<file path="config.mk">
export PLATFORM = sky130hd
export DESIGN_NAME = cl_lock_snoop_retry
export DESIGN_NICKNAME = d
export VERILOG_FILES = /design/src/rtl/lsr_pkg.sv /design/src/rtl/lsr_lock_state.sv /design/src/rtl/lsr_line_match.sv /design/src/rtl/lsr_owner_gate.sv /design/src/rtl/cl_lock_snoop_retry.sv
export SDC_FILE = /design/constraint.sdc
export NUM_CORES = 1
export LEC_CHECK = 0
export BUFFER_PORTS_ARGS = -buffer_cell sky130_fd_sc_hd__buf_4
export CORE_MARGIN = 2
export CORE_UTILIZATION = 45
export CTS_CLUSTER_DIAMETER = 80
export DETAILED_ROUTE_END_ITERATION = 10
export PLACE_DENSITY = 0.79
export SYNTH_ARGS = -nofsm -noshare
export SYNTH_HDL_FRONTEND = slang
export SYNTH_SLANG_ARGS = --single-unit
</file>
<file path="constraint.sdc">
create_clock -name clk -period 1.4 [get_ports clk]
set_input_delay 0.14 -clock clk [delete_from_list [all_inputs] [get_ports clk]]
set_output_delay 0.14 -clock clk [all_outputs]
set_load 0.05 [all_outputs]
</file>
<file path="src/rtl/lsr_pkg.sv">
package lsr_pkg;
    parameter int unsigned LSR_ADDR_W     = 32;
    parameter int unsigned LSR_LINE_BYTES = 32;
    parameter int unsigned LSR_MID_W      = 4;

    // Mask that keeps the line-base bits of an address.
    function automatic logic [LSR_ADDR_W-1:0] line_mask(input int unsigned line_bytes);
        line_mask = ~(LSR_ADDR_W'(line_bytes - 1));
    endfunction
endpackage

</file>
<file path="src/rtl/lsr_lock_state.sv">
module lsr_lock_state
    import lsr_pkg::*;
#(
    parameter int unsigned ADDR_W     = LSR_ADDR_W,
    parameter int unsigned LINE_BYTES = LSR_LINE_BYTES,
    parameter int unsigned MID_W      = LSR_MID_W
) (
    input  logic              clk,
    input  logic              rst_n,
    input  logic              cpl_vld,
    input  logic [MID_W-1:0]  cpl_mid,
    input  logic [ADDR_W-1:0] cpl_addr,
    input  logic              cpl_locked,
    input  logic              unl_vld,
    input  logic [MID_W-1:0]  unl_mid,
    output logic              held,
    output logic [MID_W-1:0]  owner,
    output logic [ADDR_W-1:0] base
);
    localparam logic [ADDR_W-1:0] LINE_MASK = ~(ADDR_W'(LINE_BYTES - 1));

    typedef struct packed {
        logic              held;
        logic              pend;
        logic [MID_W-1:0]  owner;
        logic [ADDR_W-1:0] base;
    } lock_st_t;

    lock_st_t st_d, st_q;
    logic     own_cpl;
    logic     own_unl;

    always_comb begin
        st_d    = st_q;
        own_cpl = cpl_vld && (cpl_mid == st_q.owner);
        own_unl = unl_vld && (unl_mid == st_q.owner);
        if (!st_q.held) begin
            if (cpl_vld && cpl_locked) begin
                st_d.held  = 1'b1;
                st_d.pend  = 1'b0;
                st_d.owner = cpl_mid;
                st_d.base  = cpl_addr & LINE_MASK;
            end
        end else if (st_q.pend && own_cpl) begin
            st_d.held = 1'b0;
            st_d.pend = 1'b0;
        end else if (own_unl) begin
            st_d.pend = 1'b1;
        end
    end

    always_ff @(posedge clk) begin
        if (!rst_n) begin
            st_q <= '0;
        end else begin
            st_q <= st_d;
        end
    end

    assign held  = st_q.held;
    assign owner = st_q.owner;
    assign base  = st_q.base;
endmodule

</file>
<file path="src/rtl/lsr_line_match.sv">
module lsr_line_match
    import lsr_pkg::*;
#(
    parameter int unsigned ADDR_W     = LSR_ADDR_W,
    parameter int unsigned LINE_BYTES = LSR_LINE_BYTES
) (
    input  logic              snp_vld,
    input  logic [ADDR_W-1:0] snp_addr,
    input  logic              held,
    input  logic [ADDR_W-1:0] base,
    output logic              hit
);
    localparam logic [ADDR_W-1:0] LINE_MASK = ~(ADDR_W'(LINE_BYTES - 1));

    always_comb begin
        hit = snp_vld && held && ((snp_addr & LINE_MASK) == base);
    end
endmodule

</file>
<file path="src/rtl/lsr_owner_gate.sv">
module lsr_owner_gate
    import lsr_pkg::*;
#(
    parameter int unsigned MID_W = LSR_MID_W
) (
    input  logic             req_vld,
    input  logic [MID_W-1:0] req_mid,
    input  logic             held,
    input  logic [MID_W-1:0] owner,
    output logic             retry
);
    always_comb begin
        retry = req_vld && held && (req_mid != owner);
    end
endmodule

</file>
<file path="src/rtl/cl_lock_snoop_retry.sv">
module cl_lock_snoop_retry
    import lsr_pkg::*;
#(
    parameter int unsigned ADDR_W     = LSR_ADDR_W,
    parameter int unsigned LINE_BYTES = LSR_LINE_BYTES,
    parameter int unsigned MID_W      = LSR_MID_W
) (
    input  logic              clk,
    input  logic              rst_n,
    input  logic              pci_req_vld,
    input  logic [MID_W-1:0]  pci_req_mid,
    output logic              pci_req_retry,
    input  logic              cpl_vld,
    input  logic [MID_W-1:0]  cpl_mid,
    input  logic [ADDR_W-1:0] cpl_addr,
    input  logic              cpl_locked,
    input  logic              unl_vld,
    input  logic [MID_W-1:0]  unl_mid,
    input  logic              snp_vld,
    input  logic [ADDR_W-1:0] snp_addr,
    output logic              snp_retry
);
    logic              held_w;
    logic [MID_W-1:0]  owner_w;
    logic [ADDR_W-1:0] base_w;

    lsr_lock_state #(
        .ADDR_W(ADDR_W), .LINE_BYTES(LINE_BYTES), .MID_W(MID_W)
    ) u_state (
        .clk(clk), .rst_n(rst_n),
        .cpl_vld(cpl_vld), .cpl_mid(cpl_mid), .cpl_addr(cpl_addr), .cpl_locked(cpl_locked),
        .unl_vld(unl_vld), .unl_mid(unl_mid),
        .held(held_w), .owner(owner_w), .base(base_w)
    );

    lsr_line_match #(
        .ADDR_W(ADDR_W), .LINE_BYTES(LINE_BYTES)
    ) u_match (
        .snp_vld(snp_vld), .snp_addr(snp_addr),
        .held(held_w), .base(base_w), .hit(snp_retry)
    );

    lsr_owner_gate #(
        .MID_W(MID_W)
    ) u_gate (
        .req_vld(pci_req_vld), .req_mid(pci_req_mid),
        .held(held_w), .owner(owner_w), .retry(pci_req_retry)
    );
endmodule

</file>
==> impl_metrics.toml <==
[job]
cap_violations = 0

[floorplanning]
ios = 85
fp.dieH_um = 65.2
start_util_pct = 46.3
rows = 22
die_area_um2 = 4250
die_w_um = 65.2
coreArea_um2 = 3630

[clocking]
cts_tree = "done"
path_clk_slew_ns = 0.06
cts_max_level = 2
cts-root-buf = "clkbuf_8"
cts_buffers = 5
cts.sinks = 33
insertion_delay_ns = 0.28
cts_hold_buf = 0
ctsLongestPathBuffers = 2

[route]
drtPass1Iterations = 4
wl_met2_mm = 2.14
avgViaCountPerCell = 4.84
top_layer_used = "met4"
wl_met1_mm = 1.78
routedWlPerCell_um = 12.8
drcViolationCount = 0
num_vias = 1582
initialDrtViolationCount = 86
drtAntennaViolNets = 0
wl_met3_um = 244
drt_wl_total_mm = 4.18

[global_route]
grt_use_total_pct = 20.5
grt_start_max_net_pins = 26
overflow = 0
grt_first_pass_wirelength_mm = 6.64
first_global_vias = 1478
antenna_found_initial = 0

[critical_path]
cp-end-kind = "output pin"
crit_path_max_fanout = 2
startpoint = "u_state.base[11]"
worst_r2r_endpoint = "u_state.st_q[36]"
r2r_cells = 4
crit_path_start_kind = "register"
cp_top_family = "simple AND/OR/NAND/NOR gates"
crit_slowest_cell = "nor4_2"
crit_required_ns = 1.26
path_buf_inv = 1
critical_path_class = "register to output pin"
crit_cells = 5
worstPathArrival_ns = 1.69
cp_cell_sequence = "xor2_2, nor4_2, nand4_1, nor4_4, buf_6"
slowest_delay_ns = 0.35
endpoint = "snp_retry"
reg2reg_slack_ns = 0.12
timing.rr.start = "u_state.owner[2]"

[final_layout]
final_cell_mix = "buf_4, nand2_1, dfxtp_1, a21boi_0, xor2_1"
fillCellCount = 340
syn2layout_area_growth_pct = 46.4
num-nets-final = 362
final_common_cell = "buf_4"
n_antenna_cell = 0
layout-drive-gt1-share_pct = 36.9
final_area_um2 = 2460

[sta]
worst_slew_pin_slew_ns = 0.306
drv_slew = 0
setup_tns_ns = -0.429
post-route-period-util_pct = 131
min_period_ns = 1.83
fin_ws_ns = -0.429
hold_ws_ns = 0.108
setup_viol = 1
max_freq_mhz = 547
grt_setup_unrepaired = "yes"
final_hold_viol_count = 0
skew_ns = 0.000856
max_slew_margin_pct = 79.5

[synth]
ys_warn_count = 0
ys_types = 25
syn_area_per_cell_um2 = 8.42
seq_area_frac_synth_pct = 39.2
netlist_area_um2 = 1680
synthCells = 200
synth_seq_cells = 33
synth_fp_nets = 283

[pwr]
total_power_mw = 2.18
max-vdd-ir-drop_uv = 516
power.leakage_nw = 1.05
powerDensity_nw_per_um2 = 883

[placement]
portBuffers = 74
place_congestion = 0.838
dpl_worst_slack_ns = -0.172
dp_hpwl_mm = 3.12
place_area_um2 = 2330

[run_status]
run_status = "complete, but fails checks"
violations = "setup timing"

[hold_path]
hp-class = "input pin to register"
[flip-flops by register name (all words and copies together) (netlist names)]
register / flops
u_state.st_q: 1
u_state.base: 27
u_state.held: 1
u_state.owner: 4
[per-stage QoR]
step,util (%),cells
4_1_cts,67.0,327
5_1_grt,67.8,327
6_report,67.8,327
2_1_floorplan,-,200
3_5_place_dp,64.1,320
3_3_place_gp,64.1,320
[cell families (layout without fill, tap and decap cells)]
logic type,count (synthesis),in the layout,share of synthesized area (%)
and+or+nand+nor,81,81,21.0
DFF,33,33,39.2
buffers and inverters,13,92,4.53
xor gates and xnor gates,36,36,18.7
AOI/OAI and AO/OA,37,37,16.5
[cell usage after synthesis (all sizes together)]
cell type  number  area (um2)
a21boi         31         233
buf             7        53.8
a22oi           1        7.51
inv             3        11.3
nand3b          1        7.51
nor4            5        31.3
xnor2          17         149
nor3            1        5.00
nand2          66         248
nand3           1        5.00
o22ai           1        6.26
and3b           1        8.76
dfxtp          33         661
nand4           4        25.0
a41oi           1        8.76
xor2           19         166
o21ai           1        5.00
a222oi          1        10.0
o211ai          1        7.51
nand4b          1        8.76
clkbuf          3        11.3
nor4b           1        15.0
[timing repair]
action	in CTS	in global routing
endpoints found under the setup margin	2	2
buffers inserted	0	0
resized for setup	7	6
pin swaps	3	1
hold endpoints to repair	0	0
[layout make-up]
class	instances	area, um2	area share (%)
Multi-Input combinational cell	154	1000	40.7
Sequential cell	33	668	27.1
Timing Repair Buffer	82	636	25.8
Clock buffer	7	86.3	3.50
Tap cell	48	60.1	2.44
Inverter	3	11.3	0.457
[report_power, final]
part           leakage, nW  switching, mW  internal (mW)  total [mW]
logic                0.732          0.183          0.254       0.437
clock network       0.0443          0.330          0.390       0.720
registers            0.272         0.0327          0.987        1.02
[routing by layer]
layer / vias to the layer above / global-route usage (%)
li1: 814 / -
met1: 725 / 25.6
met2: 40 / 34.4
met3: 3 / 5.99
met4: 0 / 5.47
met5: - / 0
[how the worst min path moves through the flow]
stage / slack [ns] / cells past startpoint / start / endpoint
floorplan: 0.27 / 2 / cpl_addr[23] / u_state.base[23]
global placement: 0.40 / 3 / cpl_addr[23] / u_state.base[23]
detailed placement: 0.40 / 3 / cpl_addr[23] / u_state.base[23]
CTS: 0.11 / 3 / cpl_addr[23] / u_state.base[23]
global route: 0.11 / 3 / cpl_mid[2] / u_state.owner[2]
finish: 0.11 / 3 / cpl_mid[3] / u_state.owner[3]
[worst reg2reg max path: cells and delay by family, from the launching register on]
family	cells	cell delay, ns
buffers and inverters	1	0.05
AO/OA/AOI/OAI	2	0.42
flip-flops	1	0.38
AND/OR/NAND/NOR	1	0.33
No activity file was read; power rests on OpenSTA's default activity.
